## src/rtl/disp_pkg.sv

```systemverilog
package disp_pkg;

   // Domain tag carried with each queue-head entry.
   typedef enum logic {
      DOM_INT = 1'b0,
      DOM_FP  = 1'b1
   } dom_e;

   function automatic int max_of(input int a, input int b);
      return (a > b) ? a : b;
   endfunction

   function automatic int bits_for(input int value);
      return (value < 1) ? 1 : $clog2(value + 1);
   endfunction

endpackage

```

## src/rtl/disp_credit.sv

```systemverilog
// Credit counter for one scheduler: spend on grants, refill on return, clamp at full.
module disp_credit #(
   parameter  int MAX = 16,
   localparam int W   = disp_pkg::bits_for(MAX)
) (
   input  logic         clk,
   input  logic         rst_n,
   input  logic [W-1:0] spend,
   input  logic [W-1:0] refill,
   output logic [W-1:0] level
);
   localparam int W1 = W + 1;
   localparam logic [W1-1:0] FULL = W1'(MAX);

   logic [W1-1:0] raw;
   logic [W1-1:0] nxt;

   always_comb begin
      raw = {1'b0, level} + {1'b0, refill} - {1'b0, spend};
      nxt = (raw > FULL) ? FULL : raw;
   end

   always_ff @(posedge clk) begin
      if (!rst_n) level <= W'(MAX);
      else        level <= nxt[W-1:0];
   end
endmodule

```

## src/rtl/disp_select.sv

```systemverilog
// In-order selection chain: walks slots oldest first, stops at the first blocked entry.
module disp_select #(
   parameter int SLOTS    = 6,
   parameter int TOT_CAP  = 6,
   parameter int INT_CAP  = 6,
   parameter int FP_CAP   = 4,
   parameter bit FUSED_EN = 1'b1,
   parameter int ICW      = 5,
   parameter int FCW      = 4,
   parameter int CW       = 3
) (
   input  logic [SLOTS-1:0] valid,
   input  logic [SLOTS-1:0] is_fp,
   input  logic [SLOTS-1:0] fused,
   input  logic [ICW-1:0]   int_avail,
   input  logic [FCW-1:0]   fp_avail,
   output logic [SLOTS-1:0] grant_int,
   output logic [SLOTS-1:0] grant_fp,
   output logic [CW-1:0]    n_total,
   output logic [CW-1:0]    n_int,
   output logic [CW-1:0]    n_fp,
   output logic [ICW-1:0]   int_spent,
   output logic [FCW-1:0]   fp_spent
);
   import disp_pkg::*;

   localparam int AW = max_of(max_of(ICW, FCW), CW) + 2;
   localparam logic [AW-1:0] ONE   = AW'(1);
   localparam logic [AW-1:0] TWO   = AW'(2);
   localparam logic [AW-1:0] TOT_L = AW'(TOT_CAP);
   localparam logic [AW-1:0] INT_L = AW'(INT_CAP);
   localparam logic [AW-1:0] FP_L  = AW'(FP_CAP);

   // Variant choice: with fusion disabled every integer entry costs one credit.
   logic [SLOTS-1:0] fused_eff;
   generate
      if (FUSED_EN) begin : g_fuse
         assign fused_eff = fused;
      end else begin : g_nofuse
         logic unused_fused;
         assign unused_fused = ^fused;
         assign fused_eff    = '0;
      end
   endgenerate

   logic [AW-1:0] tot, ni, nf, ci, cf, cost;
   logic [AW-1:0] int_have, fp_have;
   logic          go;

   assign int_have = AW'(int_avail);
   assign fp_have  = AW'(fp_avail);

   always_comb begin
      grant_int = '0;
      grant_fp  = '0;
      tot  = '0;
      ni   = '0;
      nf   = '0;
      ci   = '0;
      cf   = '0;
      cost = ONE;
      go   = 1'b1;
      for (int i = 0; i < SLOTS; i++) begin
         cost = fused_eff[i] ? TWO : ONE;
         if (!go || !valid[i]) begin
            go = 1'b0;
         end else if (dom_e'(is_fp[i]) == DOM_FP) begin
            if (tot < TOT_L && nf < FP_L && (cf + ONE) <= fp_have) begin
               grant_fp[i] = 1'b1;
               tot = tot + ONE;
               nf  = nf + ONE;
               cf  = cf + ONE;
            end else begin
               go = 1'b0;
            end
         end else begin
            if (tot < TOT_L && ni < INT_L && (ci + cost) <= int_have) begin
               grant_int[i] = 1'b1;
               tot = tot + ONE;
               ni  = ni + ONE;
               ci  = ci + cost;
            end else begin
               go = 1'b0;
            end
         end
      end
      n_total   = tot[CW-1:0];
      n_int     = ni[CW-1:0];
      n_fp      = nf[CW-1:0];
      int_spent = ci[ICW-1:0];
      fp_spent  = cf[FCW-1:0];
   end
endmodule

```

## src/rtl/dual_dispatch.sv

```systemverilog
// Top: steers up to SLOTS queue-head entries to integer and floating-point schedulers per cycle.
module dual_dispatch #(
   parameter  int SLOTS       = 6,
   parameter  int TOT_CAP     = 6,
   parameter  int INT_CAP     = 6,
   parameter  int FP_CAP      = 4,
   parameter  int INT_CREDITS = 16,
   parameter  int FP_CREDITS  = 8,
   parameter  bit FUSED_EN    = 1'b1,
   localparam int ICW         = disp_pkg::bits_for(INT_CREDITS),
   localparam int FCW         = disp_pkg::bits_for(FP_CREDITS),
   localparam int CW          = disp_pkg::bits_for(SLOTS)
) (
   input  logic             clk,
   input  logic             rst_n,
   input  logic [SLOTS-1:0] q_valid,
   input  logic [SLOTS-1:0] q_is_fp,
   input  logic [SLOTS-1:0] q_fused,
   input  logic [ICW-1:0]   int_credit_ret,
   input  logic [FCW-1:0]   fp_credit_ret,
   output logic [CW-1:0]    deq_count,
   output logic [SLOTS-1:0] int_grant,
   output logic [SLOTS-1:0] fp_grant,
   output logic [CW-1:0]    int_ops_sent,
   output logic [CW-1:0]    fp_ops_sent,
   output logic [ICW-1:0]   int_credits,
   output logic [FCW-1:0]   fp_credits
);
   // Elaboration-time parameter checks.
   generate
      if (SLOTS < 1 || TOT_CAP < 1 || TOT_CAP > SLOTS) begin : g_bad_total
         $error("dual_dispatch: TOT_CAP must lie in 1..SLOTS");
      end
      if (INT_CAP < 1 || INT_CAP > TOT_CAP || FP_CAP < 1 || FP_CAP > TOT_CAP) begin : g_bad_caps
         $error("dual_dispatch: domain caps must lie in 1..TOT_CAP");
      end
      if (INT_CREDITS < (FUSED_EN ? 2 : 1) || FP_CREDITS < 1) begin : g_bad_credits
         $error("dual_dispatch: credit pools too small to issue any entry");
      end
   endgenerate

   logic [ICW-1:0] int_spent;
   logic [FCW-1:0] fp_spent;

   disp_select #(
      .SLOTS    (SLOTS),
      .TOT_CAP  (TOT_CAP),
      .INT_CAP  (INT_CAP),
      .FP_CAP   (FP_CAP),
      .FUSED_EN (FUSED_EN),
      .ICW      (ICW),
      .FCW      (FCW),
      .CW       (CW)
   ) u_select (
      .valid     (q_valid),
      .is_fp     (q_is_fp),
      .fused     (q_fused),
      .int_avail (int_credits),
      .fp_avail  (fp_credits),
      .grant_int (int_grant),
      .grant_fp  (fp_grant),
      .n_total   (deq_count),
      .n_int     (int_ops_sent),
      .n_fp      (fp_ops_sent),
      .int_spent (int_spent),
      .fp_spent  (fp_spent)
   );

   disp_credit #(.MAX(INT_CREDITS)) u_int_credit (
      .clk    (clk),
      .rst_n  (rst_n),
      .spend  (int_spent),
      .refill (int_credit_ret),
      .level  (int_credits)
   );

   disp_credit #(.MAX(FP_CREDITS)) u_fp_credit (
      .clk    (clk),
      .rst_n  (rst_n),
      .spend  (fp_spent),
      .refill (fp_credit_ret),
      .level  (fp_credits)
   );
endmodule

```

## config.mk

```make
export PLATFORM = sky130hd
export DESIGN_NAME = dual_dispatch
export DESIGN_NICKNAME = d
export VERILOG_FILES = /design/src/rtl/disp_pkg.sv /design/src/rtl/disp_credit.sv /design/src/rtl/disp_select.sv /design/src/rtl/dual_dispatch.sv
export SDC_FILE = /design/constraint.sdc
export NUM_CORES = 1
export LEC_CHECK = 0
export ABC_AREA = 1
export BUFFER_PORTS_ARGS = -buffer_cell sky130_fd_sc_hd__buf_2
export CAP_MARGIN = 15
export CORE_MARGIN = 5
export CORE_UTILIZATION = 50
export DETAILED_ROUTE_END_ITERATION = 10
export GPL_ROUTABILITY_DRIVEN = 0
export HOLD_SLACK_MARGIN = 0.12
export PLACE_DENSITY = 0.71
export SYNTH_ARGS = -nofsm -noshare
export SYNTH_HDL_FRONTEND = slang
export SYNTH_SLANG_ARGS = --single-unit
export TNS_END_PERCENT = 5
```

## constraint.sdc

```tcl
create_clock -name clk -period 30.9 [get_ports clk]
set_input_delay 3.09 -clock clk [delete_from_list [all_inputs] [get_ports clk]]
set_output_delay 3.09 -clock clk [all_outputs]
set_load 0.03 [all_outputs]
```

==> results of run 1 <==
## metrics by stage
stage | power [uW] | worst slack [ns] | area, sq um | cells
floorplan | 146 | 13.74 | 4020 | 609
global placement | 177 | 12.90 | 4410 | 766
detailed placement | 184 | 12.55 | 4410 | 766
CTS | 198 | 12.48 | 4450 | 770
global route | 223 | 11.20 | 4450 | 770
finish | 196 | 12.51 | 4450 | 770
## logic make-up (layout without fill, tap and decap cells)
logic type                 Yosys count  count (layout)  share of synthesized area (%)
xor gates and xnor gates            24              24                           5.42
DFF                                  9               9                           4.49
buffers and inverters              141             200                           13.6
AOI/OAI and AO/OA                   79              79                           11.5
adders and majority gates           91              91                           31.0
other                                1               1                         0.0934
and+or+nand+nor                    264             264                           33.9
## power groups by stage
stage	Clock (uW)	Sequential [uW]	Combinational, uW
5_1_grt	15.0	22.1	186
3_5_place_dp	0	21.5	162
3_3_place_gp	0	21.4	156
2_1_floorplan	0	26.3	119
6_report	13.6	21.3	161
4_1_cts	13.8	21.4	163
## registers in the layout, summed over array words and instances (netlist names)
| register | count |
|---|---|
| u_fp_credit.level | 4 |
| u_int_credit.level | 5 |
## final cells by class
type                       count  area (sq um)
clock buffer                   4          45.0
fill                         823          3320
inverter                     138           518
multi-input combinational    459          3290
sequential                     9           180
tap                          102           128
timing repair buffer          58           290
## worst paths after layout
check	cells after the start	startpoint	to
worst max-delay path	85	q_fused[0]	deq_count[0]
worst min-delay path	5	u_fp_credit.level[3]$_SDFF_PP1_	u_fp_credit.level[3]$_SDFF_PP1_
worst max register to register	94	u_int_credit.level[1]$_SDFF_PP0_	u_int_credit.level[3]$_SDFF_PP0_
worst min register to register	5	u_fp_credit.level[3]$_SDFF_PP1_	u_fp_credit.level[3]$_SDFF_PP1_
## routing by layer
| metal | vias up | routed length [um] |
|---|---|---|
| li1 | 2060 | - |
| met1 | 1629 | 4120 |
| met2 | 47 | 4480 |
| met3 | 6 | 258 |
| met4 | 0 | 162 |
| met5 | - | 0 |
## Yosys cell counts, drive strengths merged
library cell and number:
a21oi 27, dfxtp 9, buf 3, o21bai 1, inv 137, xnor2 8, a21boi 1, and3 1
a32oi 2, ha 77, nand4 9, or2 2, conb 1, a41o 1, nand2 147, nor3 4
clkinv 1, o21a 2, nand3b 5, o221ai 1, a211oi 1, nor2 52, nand3 44, a31oi 2
o21ai 40, o211ai 1, xor2 16, fa 14
## critical path, delay by kind of cell
family | cells | cell delay (ns)
XOR/XNOR | 3 | 0.59
buffers and inverters | 16 | 1.53
AND/OR/NAND/NOR | 34 | 3.43
adder cells (fa/ha/maj) | 16 | 4.65
AO/OA/AOI/OAI | 16 | 1.99
==> results.cfg, run 1 <==
[flow_run]
cap_violations = 0

[clock_network]
cts_tree = done
clk-insertion-delay-late_ns = 0.23
ctsResizeCount = 0
post-cts-setup-buffers = 0
cts_hold_buf = 0
cts.sinks = 9
htree_levels = 1
tritoncts.num_buffers = 3
cts_buffer_depth = 2
cts-root-buf = clkbuf_8
clkTransAtPathRegs_ns = 0.04

[global_route]
use_met3_pct = 1.96
grt_busiest_layer = met2
first_global_vias = 3661
grt-ovfl-total = 0
met1_usage_pct = 23.1
grt_use_total_pct = 18.8
grt_antenna_before_repair = 0
gr-usage-met2_pct = 35.3
grt_max_degree = 16
grt_pass1_wl_um = 15800

[cells_and_area]
synthToLayoutAreaGrowth_pct = 10.8
nNetsFinal = 789
diodes = 0
drive_gt1_share_pct = 17.7
layout_common_cells = nand2_1 (130), inv_1 (130), ha_1 (77)
final_core_util_pct = 57.3

[synthesis]
synth.avg_cell_area_sq_um = 6.59
synth_area_leaders = ha_1 (24%), inv_1 (12%), nand2_1 (12%)
synth_warnings = 0
netlist_area_sq_um = 4020
ys_seq_elements = 9
yosysSeqAreaShare_pct = 4.49
ys_types = 44
synth.top_cell.area_share_pct = 24.0
synth_top_area_cell = ha_1
syn-num-nets = 729
synthCells = 609

[sta]
finalCritPeriodShare_pct = 59.5
rsz0062_at_grt = no
slew_viol_final = 0
period_minus_slack_ns = 18.39
hold_violations = 0
fin_skew_ns = 0.000277
max_freq_mhz = 54.4
hold_ws_ns = 0.863
setup_viol = 0
fin_setup_tns_ns = 0

[critical_path]
crit_top_cell = nand2_1
start_kind = input port
worst-setup-path-type = in2out
cpPeakStageDelay_ns = 0.42
cp_slowest_cell = fa_1
crit_arrival_ns = 15.30
worstPathMaxFanout = 15
rrSetupSlack_ns = 16.27
end_kind = primary output
required_ns = 27.81

[die]
dieArea_sq_um = 9920
core-area_sq_um = 7770
start_util_pct = 51.7
io_pins = 59
die_y_um = 99.6
die_x_um = 99.6
rows = 32

[power_and_ir_drop]
combPwrFrac_pct = 82.2
peakVddDrop_mv = 0.0519
clkPwrFrac_pct = 6.9
power_density_nw_per_um2 = 44.1
seq_power_share_pct = 10.8
p_switching_uw = 110
swShare_pct = 56.0
power_leakage_uw = 0.00273
p_int_uw = 86.4

[min_path]
hold_class = reg2reg

[detailed_routing]
drcViolationCount = 0
wl_per_cell_um = 11.7
ant_nets = 0
first_pass_iters = 4
drtIter0Drc = 101
routed_wl_um = 9020
avgViaCountPerCell = 4.86
num_vias = 3742

[placed_design]
io_buffers = 58
dp_hpwl_um = 8170

[outcome]
status = completed
(Power assumes the default switching activity.)
==> inputs of run 2 (changes only) <==
- PLACE_DENSITY: 0.71 -> 0.74
- clock period: 30.9 -> 14.9 ns (I/O delays scaled with it)
==> run 2 against run 1 <==
  * Sequential cell count did not move
  * Via count increased by 10%
  * Clock-buffer cell count unchanged
  * Sequential power up 110%
  * Critical path depth is 2 higher
  * Largest cell class unchanged
==> results.cfg, run 2 (same netlist as run 1, synthesis figures left out) <==
[cells_and_area]
largestRegisters = u_int_credit.level: 5 flops, u_fp_credit.level: 4 flops
final_core_util_pct = 62.5
layout_commonest_cell = inv_1
synthToLayoutAreaGrowth_pct = 20.8
top_register = u_int_credit.level
largest_register_ffs = 5
stdcell_area_sq_um = 4850
fin_cells = 791
drive_gt1_share_pct = 27.7
layout_common_cells = inv_1 (127), nand2_1 (123), ha_1 (67)
nNetsFinal = 810
diodes = 0

[power_and_ir_drop]
peakVddDrop_mv = 0.107
seq_power_share_pct = 9.7
p_int_uw = 203
power_leakage_uw = 0.00287
swShare_pct = 55.0
combPwrFrac_pct = 83.9
p_switching_uw = 248
clkPwrFrac_pct = 6.4
power_density_nw_per_um2 = 93.0

[min_path]
hold_class = reg2reg
worstHoldPathCells = 5

[clock_network]
cts_buffer_depth = 2
clkTransAtPathRegs_ns = 0.05
htree_levels = 1
cts.sinks = 9
clk-insertion-delay-late_ns = 0.23
cts-root-buf = clkbuf_8
tritoncts.num_buffers = 3
cts_tree = done

[critical_path]
cpPeakStageDelay_ns = 0.59
worstPathMaxFanout = 9
cp_slowest_cell = fa_2
worst-setup-path-type = in2out
start_kind = input port
r2r_cells = 94
required_ns = 13.41
end_kind = primary output
crit_top_cell = nand2_1
crit_arrival_ns = 12.58

[die]
dieArea_sq_um = 9920
core-area_sq_um = 7770
start_util_pct = 51.7
die_x_um = 99.6
rows = 32
io_pins = 59
die_y_um = 99.6

[global_route]
grt_pass1_wl_um = 16600
first_global_vias = 3966
grt_antenna_before_repair = 0
grt_use_total_pct = 19.7
grt-ovfl-total = 0
grt_max_degree = 12

[placed_design]
dp_hpwl_um = 8460
dpl_worst_slack_ns = -0.489
placed_area_sq_um = 4470
place_inst = 775
io_buffers = 58

[detailed_routing]
avgViaCountPerCell = 5.21
drtIter0Drc = 126
routed_wl_um = 9910
num_vias = 4123
wl_per_cell_um = 12.5
drcViolationCount = 0
first_pass_iters = 5
ant_nets = 0

[sta]
period_minus_slack_ns = 14.07
finalCritPeriodShare_pct = 94.4
hold_violations = 0
setup_slack_ns = 0.834
hold_ws_ns = 0.834
setup_viol = 0
fin_skew_ns = 0.00247
max_freq_mhz = 71.1
slew_viol_final = 0

[flow_run]
cap_violations = 0

[outcome]
status = completed
==> run 2: path summary, 6_finish.rpt <==
kind                                                       start                               end  slack, ns
worst min register to register   u_fp_credit.level[3]$_SDFF_PP1_   u_fp_credit.level[3]$_SDFF_PP1_       0.83
worst min-delay path             u_fp_credit.level[3]$_SDFF_PP1_   u_fp_credit.level[3]$_SDFF_PP1_       0.83
worst max-delay path                                  q_fused[0]                      deq_count[1]       0.83
worst max register to register  u_int_credit.level[1]$_SDFF_PP0_  u_int_credit.level[2]$_SDFF_PP0_       1.70
==> run 2: critical path, delay by kind of cell <==
| kind | cells | cell delay, ns |
|---|---|---|
| AND/OR/NAND/NOR | 37 | 3.20 |
| adder cells (fa/ha/maj) | 16 | 4.71 |
| XOR/XNOR | 2 | 0.33 |
| AO/OA/AOI/OAI | 14 | 1.44 |
| buffers and inverters | 18 | 1.39 |
==> run 2: layer usage <==
metal | up-vias | global-route usage, % | share of wire (%) | wire, um
met5 | - | 0 | 0 | 0
met4 | 0 | 5.99 | 2.7 | 269
met3 | 18 | 1.61 | 3.9 | 387
met2 | 87 | 37.6 | 51 | 5040
met1 | 1912 | 23.2 | 42 | 4210
li1 | 2106 | - | - | -
==> run 2: layout make-up <==
class	count	area [sq um]
clock buffer	4	45.0
inverter	138	518
sequential	9	180
tap	102	128
timing repair buffer	79	468
multi-input combinational	459	3510
fill	787	2920
==> run 2: per-stage QoR <==
| step | power [uW] | setup TNS, ns |
|---|---|---|
| global route | 506 | -0.0160 |
| detailed placement | 386 | -3.03 |
| CTS | 419 | 0 |
| global placement | 366 | 0 |
| finish | 451 | 0 |
| floorplan | 302 | 0 |
==> run 2: repair_timing <==
action / in CTS / in global routing
buffers inserted: 1 / 11
hold buffers: 0 / 0
pin swaps: 1 / 18
setup endpoints to repair: 10 / 12
gates resized for setup: 11 / 62
==> run 2: power groups by stage <==
stage | sequential, uW | combinational [uW] | clock [uW]
floorplan | 54.5 | 248 | 0
global placement | 43.9 | 322 | 0
detailed placement | 44.1 | 342 | 0
CTS | 43.9 | 346 | 29.2
global route | 45.3 | 430 | 31.1
finish | 43.7 | 379 | 28.7
